## src/rtl/sprfetch_pkg.sv

```systemverilog
package sprfetch_pkg;

    localparam int ADDR_W   = 14;
    localparam int IDX_W    = 6;
    localparam int TILE_W   = 8;
    localparam int ROW_W    = 3;
    localparam int PLANE_W  = 2;
    localparam int ABASE_W  = 6;
    localparam int PBASE_W  = 1;
    localparam int PMASK_N  = 2;
    localparam int AREG_W   = ABASE_W + 1;
    localparam int PREG_W   = PBASE_W + PMASK_N;
    localparam int PAT_HI   = ADDR_W - PBASE_W - 1;

    typedef enum logic [1:0] {
        FK_YPOS  = 2'd0,
        FK_XPOS  = 2'd1,
        FK_TILE  = 2'd2,
        FK_PLANE = 2'd3
    } fetch_kind_e;

    typedef enum logic {
        VAR_NEW = 1'b0,
        VAR_OLD = 1'b1
    } chip_var_e;

    typedef struct packed {
        logic [ABASE_W-1:0] base;
        logic               half;
        logic [IDX_W-1:0]   idx;
        logic               field;
    } attr_addr_s;

    typedef struct packed {
        logic [PBASE_W-1:0] base;
        logic [TILE_W-1:0]  tile;
        logic [ROW_W-1:0]   row;
        logic [PLANE_W-1:0] plane;
    } pat_addr_s;

    typedef struct packed {
        logic               valid;
        logic [ADDR_W-1:0]  addr;
    } fetch_out_s;

    function automatic logic gate_line(input logic line, input logic gate_bit,
                                       input chip_var_e variant);
        return line & (gate_bit | (variant == VAR_NEW));
    endfunction

endpackage

```

## src/rtl/sprfetch_attr_gen.sv

```systemverilog
module sprfetch_attr_gen
    import sprfetch_pkg::*;
(
    input  fetch_kind_e              kind,
    input  chip_var_e                variant,
    input  logic [IDX_W-1:0]         spr_idx,
    input  logic [AREG_W-1:0]        attr_base,
    output logic [ADDR_W-1:0]        addr
);
    attr_addr_s a;
    logic       second_half;

    always_comb begin
        second_half = (kind != FK_YPOS);
        a.base  = attr_base[AREG_W-1:1];
        a.half  = gate_line(second_half, attr_base[0], variant);
        a.idx   = spr_idx;
        a.field = (kind == FK_TILE);
        addr    = a;
    end
endmodule

```

## src/rtl/sprfetch_pat_gen.sv

```systemverilog
module sprfetch_pat_gen
    import sprfetch_pkg::*;
(
    input  chip_var_e                variant,
    input  logic [TILE_W-1:0]        tile_num,
    input  logic [ROW_W-1:0]         tile_row,
    input  logic [PLANE_W-1:0]       plane,
    input  logic [PREG_W-1:0]        pat_base,
    output logic [ADDR_W-1:0]        addr
);
    localparam int TOP_T = TILE_W - 1;

    logic [TILE_W-1:0] tile_gated;
    pat_addr_s         p;

    genvar g;
    generate
        for (g = 0; g < TILE_W; g++) begin : g_tile
            if (g >= TILE_W - PMASK_N) begin : g_gated
                assign tile_gated[g] = gate_line(tile_num[g],
                    pat_base[g - (TILE_W - PMASK_N)], variant);
            end else begin : g_plain
                assign tile_gated[g] = tile_num[g];
            end
        end
    endgenerate

    always_comb begin
        p.base  = pat_base[PREG_W-1 -: PBASE_W];
        p.tile  = tile_gated;
        p.row   = tile_row;
        p.plane = plane;
        addr    = p;
    end
endmodule

```

## src/rtl/sprfetch_out_reg.sv

```systemverilog
module sprfetch_out_reg
    import sprfetch_pkg::*;
(
    input  logic              clk,
    input  logic              rst,
    input  logic              req,
    input  logic [ADDR_W-1:0] next_addr,
    output fetch_out_s        q
);
    always_ff @(posedge clk) begin
        if (rst) begin
            q <= '0;
        end else begin
            q.valid <= req;
            if (req) q.addr <= next_addr;
        end
    end

    p_valid_after_req_r2: assert property (@(posedge clk) disable iff (rst)
        req |=> q.valid);
    p_idle_no_valid_r2: assert property (@(posedge clk) disable iff (rst)
        !req |=> !q.valid);
    p_addr_hold_r10: assert property (@(posedge clk) disable iff (rst)
        !req |=> $stable(q.addr));
endmodule

```

## src/rtl/sprfetch_addr_gen.sv

```systemverilog
module sprfetch_addr_gen
    import sprfetch_pkg::*;
(
    input  logic                 clk,
    input  logic                 rst,
    input  logic                 req,
    input  logic [1:0]           kind,
    input  logic [IDX_W-1:0]     spr_idx,
    input  logic [TILE_W-1:0]    tile_num,
    input  logic [ROW_W-1:0]     tile_row,
    input  logic [PLANE_W-1:0]   plane,
    input  logic [AREG_W-1:0]    attr_base,
    input  logic [PREG_W-1:0]    pat_base,
    input  logic                 legacy,
    output logic                 addr_valid,
    output logic [ADDR_W-1:0]    addr
);
    fetch_kind_e       k;
    chip_var_e         variant;
    logic [ADDR_W-1:0] attr_addr;
    logic [ADDR_W-1:0] pat_addr;
    logic [ADDR_W-1:0] next_addr;
    fetch_out_s        q;

    assign k       = fetch_kind_e'(kind);
    assign variant = chip_var_e'(legacy);

    sprfetch_attr_gen u_attr (
        .kind      (k),
        .variant   (variant),
        .spr_idx   (spr_idx),
        .attr_base (attr_base),
        .addr      (attr_addr)
    );

    sprfetch_pat_gen u_pat (
        .variant   (variant),
        .tile_num  (tile_num),
        .tile_row  (tile_row),
        .plane     (plane),
        .pat_base  (pat_base),
        .addr      (pat_addr)
    );

    always_comb begin
        next_addr = (k == FK_PLANE) ? pat_addr : attr_addr;
    end

    sprfetch_out_reg u_out (
        .clk       (clk),
        .rst       (rst),
        .req       (req),
        .next_addr (next_addr),
        .q         (q)
    );

    assign addr_valid = q.valid;
    assign addr       = q.addr;

    p_ypos_layout_r3: assert property (@(posedge clk) disable iff (rst)
        (req && kind == 2'd0) |=> (!addr[7] && !addr[0]
            && addr[6:1] == $past(spr_idx) && addr[13:8] == $past(attr_base[6:1])));
    p_xpos_low_r4: assert property (@(posedge clk) disable iff (rst)
        (req && kind == 2'd1) |=> !addr[0]);
    p_tile_low_r5: assert property (@(posedge clk) disable iff (rst)
        (req && kind == 2'd2) |=> addr[0]);
    p_old_attr_gate_r6: assert property (@(posedge clk) disable iff (rst)
        (req && legacy && kind != 2'd3 && !attr_base[0]) |=> !addr[7]);
    p_pat_fields_r7: assert property (@(posedge clk) disable iff (rst)
        (req && kind == 2'd3) |=> (addr[1:0] == $past(plane)
            && addr[4:2] == $past(tile_row) && addr[13] == $past(pat_base[2])));
    p_old_pat_gate_r8: assert property (@(posedge clk) disable iff (rst)
        (req && legacy && kind == 2'd3 && !pat_base[0]) |=> !addr[11]);
    p_new_no_gate_r9: assert property (@(posedge clk) disable iff (rst)
        (req && !legacy && kind == 2'd3) |=> addr[12:5] == $past(tile_num));
endmodule

```

## config.mk

```make
export PLATFORM = sky130hd
export DESIGN_NAME = sprfetch_addr_gen
export DESIGN_NICKNAME = d
export VERILOG_FILES = /design/src/rtl/sprfetch_pkg.sv /design/src/rtl/sprfetch_attr_gen.sv /design/src/rtl/sprfetch_pat_gen.sv /design/src/rtl/sprfetch_out_reg.sv /design/src/rtl/sprfetch_addr_gen.sv
export SDC_FILE = /design/constraint.sdc
export NUM_CORES = 1
export LEC_CHECK = 0
export ABC_AREA = 1
export ABC_CLOCK_PERIOD_IN_PS = 800
export CORE_AREA = 2 2 46 48
export CTS_CLUSTER_SIZE = 30
export DETAILED_ROUTE_END_ITERATION = 6
export DIE_AREA = 0 0 48 50
export DONT_BUFFER_PORTS = 1
export PLACE_DENSITY = 0.62
export SLEW_MARGIN = 20
export SYNTH_ARGS = -nofsm -noshare
export SYNTH_HDL_FRONTEND = slang
export SYNTH_SLANG_ARGS = --single-unit
```

## constraint.sdc

```tcl
create_clock -name clk -period 0.8 [get_ports clk]
set_input_delay 0.12 -clock clk [delete_from_list [all_inputs] [get_ports clk]]
set_output_delay 0.12 -clock clk [all_outputs]
set_load 0.02 [all_outputs]
```

==> results.json, run 1 <==
{
  "min_period_ns": 0.865,
  "tns_ns": -0.733,
  "finalNetCount": 178,
  "peakVddDrop_mv": 0.954,
  "clock_latency_ns": 0.28,
  "die-width_um": 48,
  "seqPwrFrac": 0.518,
  "final_core_utilization": 0.535,
  "reg_top3": "u_out.q x15",
  "crit_fanout": 2,
  "timing.slew.headroom": 0.841,
  "syn_nets": 163,
  "worstHoldPathCells": 3,
  "post-route-period-util": 1.08,
  "rr_worst_depth": 5,
  "drive_gt1_frac": 0.246,
  "die_h_um": 50,
  "drv_cap": 0,
  "grt_pass1_wl_mm": 3.04,
  "min_from": "rst",
  "largest_register": "u_out.q",
  "cts_hold_buf": 3,
  "netlist_instances": 128,
  "post_drt_wl_per_cell_um": 11.5,
  "grt_pass1_vias": 725,
  "internal_power_mw": 1.19,
  "fillCellCount": 199,
  "cp_slowest_stage_delay_ns": 0.35,
  "p_per_area_mw_per_mm2": 1610,
  "io_buffers": 0,
  "worstPathCellList": "buf_6",
  "r2r-start": "u_out.q[13]$_SDFFE_PP0P_",
  "area_growth_pct": 22.3,
  "numCtsBuffers": 3,
  "worstHoldPathType": "in2reg",
  "layout_common_cells": "29 x nor2_1, 27 x nand2_1, 23 x nand3_1",
  "drtAntennaViolNets": 0,
  "synth_area_um2": 832,
  "timing.fmax_mhz": 1160,
  "violations": "hold timing, setup timing",
  "path_class": "reg2out",
  "worst_pin_slew_ns": 0.237,
  "drt-total-wl_mm": 1.94,
  "start_util": 0.438,
  "gp_congestion": 0.825,
  "viasPerCell": 4.69,
  "ctsLongestPathBuffers": 2,
  "cts_sinks": 15,
  "grt_use_total": 0.175,
  "ios": 50,
  "r2r-end": "u_out.q[13]$_SDFFE_PP0P_",
  "hold_slack_ns": -0.0268,
  "cp_top_family": "flip-flops",
  "final_common_cell": "nor2_1",
  "leakage_nw": 0.547,
  "final-max-slew-violation-count": 0,
  "core_mm2": 0.00190,
  "switching_share": 0.276,
  "drc": 0,
  "grt_max_degree": 27,
  "cts_tree": "built",
  "cts_max_level": 1,
  "num_antenna_cells": 0,
  "p_switching_mw": 0.452,
  "setup_viol": 14,
  "synth_top_cell_by_area": "dfxtp_1",
  "yosysSeqAreaShare": 0.361,
  "setup_slack_ns": -0.0655,
  "skew_ns": 0,
  "end_kind": "output pin",
  "largest_reg_flops": 15,
  "hpwl_mm": 1.36,
  "clockPowerShare": 0.264,
  "regToRegSetupSlack_ns": 0.05,
  "synth_cell_types": 14,
  "cts.root.buffer_cell": "clkbuf_4",
  "hold_end": "u_out.q[5]$_SDFFE_PP0P_",
  "grt_overflow": 0,
  "synth_top_area_frac": 0.361,
  "cp_data_arrival_time_ns": 0.75,
  "drtPass1Iterations": 4,
  "vias": 793,
  "drt_iter0_drc": 14,
  "yosys_warnings": 0,
  "path_clk_slew_ns": 0.09,
  "cp-start-kind": "flop",
  "die-area_mm2": 0.00240,
  "critPathBufInv": 1,
  "avgSynthCellArea_um2": 6.50,
  "power_frac_comb": 0.218,
  "slowest_stage": "dfxtp_2",
  "ys_top_cells_by_area": "dfxtp_1 36%, nand3_1 14%, nor2_1 13%",
  "antenna_found_initial": 0,
  "rsz0062_at_grt": "true",
  "worstPathRequired_ns": 0.68,
  "hold_viol_final": 10,
  "status": "complete, but fails checks",
  "cp.depth": 1,
  "ys_ff_latch": 15,
  "rows": 16
}
## metal layers
layer  GRT usage  routed length (um)
met5           0                   0
met2       0.260                 912
met4      0.0541                  10
met1       0.223                 803
met3      0.0769                 217
## synth_stat cells (all sizes together)
| cell | n |
|---|---|
| buf | 2 |
| dlymetal6s2s | 1 |
| inv | 17 |
| nor2 | 29 |
| a21oi | 2 |
| nand2 | 28 |
| o21ai | 5 |
| nand3 | 24 |
| dfxtp | 15 |
| clkbuf | 5 |
## cell families after synthesis
logic type,Yosys count,share of synthesized area
AOI/OAI and AO/OA,7,0.0421
DFF,15,0.361
and+or+nand+nor,81,0.411
buffers and inverters,25,0.186
## power by group through the flow
stage / sequential [mW] / clock [mW] / combinational [mW]
2_1_floorplan: 0.910 / 0 / 0.215
3_3_place_gp: 0.847 / 0 / 0.306
3_5_place_dp: 0.846 / 0 / 0.309
4_1_cts: 0.850 / 0.450 / 0.356
5_1_grt: 0.856 / 0.492 / 0.400
6_report: 0.848 / 0.433 / 0.358
## layout make-up
type,count,area [um2],area share
timing repair buffer,18,195,0.192
sequential,15,322,0.316
inverter,17,63.8,0.0627
tap,27,33.8,0.0332
clock buffer,4,26.3,0.0258
multi-input combinational,88,377,0.370
## worst max-delay path by stage
| stage | startpoint | to | slack, ns |
|---|---|---|---|
| CTS | u_out.q[7]$_SDFFE_PP0P_ | addr[7] | -0.07 |
| detailed placement | kind[0] | u_out.q[12]$_SDFFE_PP0P_ | 0.12 |
| global placement | kind[0] | u_out.q[12]$_SDFFE_PP0P_ | 0.16 |
| floorplan | kind[1] | u_out.q[10]$_SDFFE_PP0P_ | 0.03 |
| global route | u_out.q[11]$_SDFFE_PP0P_ | addr[11] | -0.1 |
| finish | u_out.q[7]$_SDFFE_PP0P_ | addr[7] | -0.07 |
## timing repair
| action | in CTS | in global routing |
|---|---|---|
| setup endpoints to repair | 15 | 15 |
| pin swaps | 0 | 0 |
| buffers inserted | 0 | 1 |
| hold endpoints to repair | 13 | 9 |
| resized for setup | 29 | 1 |
## through the flow
stage / worst slack, ns / power, mW / cells / instance area, um2
6_report: -0.0655 / 1.64 / 169 / 1020
5_1_grt: -0.0986 / 1.75 / 169 / 1020
4_1_cts: -0.0676 / 1.66 / 168 / 1010
3_5_place_dp: 0.124 / 1.16 / 161 / 880
3_3_place_gp: 0.157 / 1.15 / 161 / 880
2_1_floorplan: 0.0334 / 1.12 / 128 / 832
Note: power is estimated with default switching activity, not from simulation.
==> inputs of run 2 (changes only) <==
- MAX_ROUTING_LAYER: not set -> met4
==> run 2 against run 1 <==
The flow still finishes with violations (hold timing, setup timing). Critical endpoint is now addr[11]. Register-to-register slack is essentially flat. Hold slack lost 0.00061 ns. Combinational power about the same. Critical path depth stayed put. Clock skew stayed put. Sequential share of layout area is the same.
==> results.json, run 2 (synthesized netlist as in run 1, its figures left out) <==
{
  "path_clk_slew_ns": 0.09,
  "start_util": 0.438,
  "viasPerCell": 4.73,
  "slowest_stage": "dfxtp_2",
  "peakVddDrop_mv": 0.957,
  "vias": 799,
  "route.met2.wl_um": 892,
  "worstHoldPathType": "in2reg",
  "timing.fmax_mhz": 1150,
  "grt_overflow": 0,
  "end_kind": "output pin",
  "regToRegSetupSlack_ns": 0.05,
  "wl_met1_um": 860,
  "grt_pass1_wl_mm": 3.05,
  "power_frac_comb": 0.218,
  "path_class": "reg2out",
  "final_core_utilization": 0.535,
  "drtPass1Iterations": 4,
  "ios": 50,
  "top_layer": "met4",
  "layout_common_cells": "29 x nor2_1, 27 x nand2_1, 23 x nand3_1",
  "crit_fanout": 2,
  "numCtsBuffers": 3,
  "p_switching_mw": 0.453,
  "largest_reg_flops": 15,
  "die_h_um": 50,
  "drt-total-wl_mm": 1.95,
  "internal_power_mw": 1.19,
  "seqPwrFrac": 0.517,
  "hold_viol_final": 10,
  "switching_share": 0.276,
  "antenna_found_initial": 0,
  "rr_worst_depth": 5,
  "cts_tree": "built",
  "die-width_um": 48,
  "ctsLongestPathBuffers": 2,
  "core_mm2": 0.00190,
  "worst_pin_slew_ns": 0.232,
  "cts_sinks": 15,
  "cts.root.buffer_cell": "clkbuf_4",
  "post-route-period-util": 1.09,
  "cts_hold_buf": 3,
  "dr_wl_met3_um": 186,
  "cp_data_arrival_time_ns": 0.75,
  "hpwl_mm": 1.36,
  "cp_slowest_stage_delay_ns": 0.35,
  "io_buffers": 0,
  "status": "complete, but fails checks",
  "rows": 16,
  "clock_latency_ns": 0.28,
  "leakage_nw": 0.547,
  "skew_ns": 0,
  "critPathBufInv": 1,
  "worstPathCellList": "buf_6",
  "cp-start-kind": "flop",
  "grt_max_degree": 27,
  "cts_max_level": 1,
  "num_antenna_cells": 0,
  "area_growth_pct": 22.3,
  "grt_pass1_vias": 720,
  "p_per_area_mw_per_mm2": 1610,
  "reg_top3": "u_out.q x15",
  "violations": "hold timing, setup timing",
  "drtAntennaViolNets": 0,
  "timing.slew.headroom": 0.845,
  "largest_register": "u_out.q",
  "post_drt_wl_per_cell_um": 11.5,
  "drive_gt1_frac": 0.246,
  "worstPathRequired_ns": 0.68,
  "rsz0062_at_grt": "true",
  "cp_top_family": "flip-flops",
  "tns_ns": -0.742,
  "min_period_ns": 0.869,
  "grt_use_total": 0.180,
  "drt_iter0_drc": 16,
  "die-area_mm2": 0.00240,
  "drc": 0,
  "final-max-slew-violation-count": 0,
  "pre_cts_ws_ns": 0.124,
  "hold_slack_ns": -0.0274,
  "clockPowerShare": 0.264,
  "setup_slack_ns": -0.0687,
  "worstHoldPathCells": 3,
  "final_common_cell": "nor2_1",
  "drv_cap": 0,
  "gp_congestion": 0.837,
  "cp.depth": 1,
  "finalNetCount": 178,
  "setup_viol": 14
}
run 2: cell counts in the layout (fill, tap and decap cells not counted):
Identical to the previous run, type by type.
run 2: power groups by stage:
stage	Clock (mW)	Sequential [mW]	Combinational, mW
finish	0.434	0.849	0.358
global route	0.492	0.856	0.400
CTS	0.450	0.850	0.356
detailed placement	0	0.846	0.309
global placement	0	0.847	0.306
floorplan	0	0.910	0.215
run 2: worst paths after layout:
check / start / end
hold / removal: rst / u_out.q[5]$_SDFFE_PP0P_
setup / recovery: u_out.q[11]$_SDFFE_PP0P_ / addr[11]
setup reg to reg: u_out.q[13]$_SDFFE_PP0P_ / u_out.q[13]$_SDFFE_PP0P_
hold reg to reg: u_out.q[12]$_SDFFE_PP0P_ / u_out.q[12]$_SDFFE_PP0P_
run 2: cell type report:
cell class / instances / area (um2)
clock buffer: 4 / 26.3
fill: 199 / 885
inverter: 17 / 63.8
multi-input combinational: 88 / 377
sequential: 15 / 322
tap: 27 / 33.8
timing repair buffer: 18 / 195
run 2: what timing repair did:
| item | in CTS | in global routing |
|---|---|---|
| endpoints found under the hold margin | 13 | 9 |
| resized for setup | 29 | 1 |
| setup buffers | 0 | 1 |
| endpoints found under the setup margin | 15 | 15 |
run 2: worst reg2reg max path: cells and delay by family, from the launching register on:
family	cells	cell delay, ns
flip-flops	1	0.33
AND/OR/NAND/NOR	3	0.17
buffers and inverters	2	0.15
run 2: per-layer routing:
layer  global-route usage  vias up
met4               0.0541        0
met3               0.0659        2
li1                     -      421
met1                0.232      349
met5                    -        -
met2                0.260       27
run 2: stage by stage:
step	instances	total power [mW]	cell area, um2
finish	169	1.64	1020
detailed placement	161	1.16	880
global placement	161	1.15	880
floorplan	128	1.12	832
global route	169	1.75	1020
CTS	168	1.66	1010
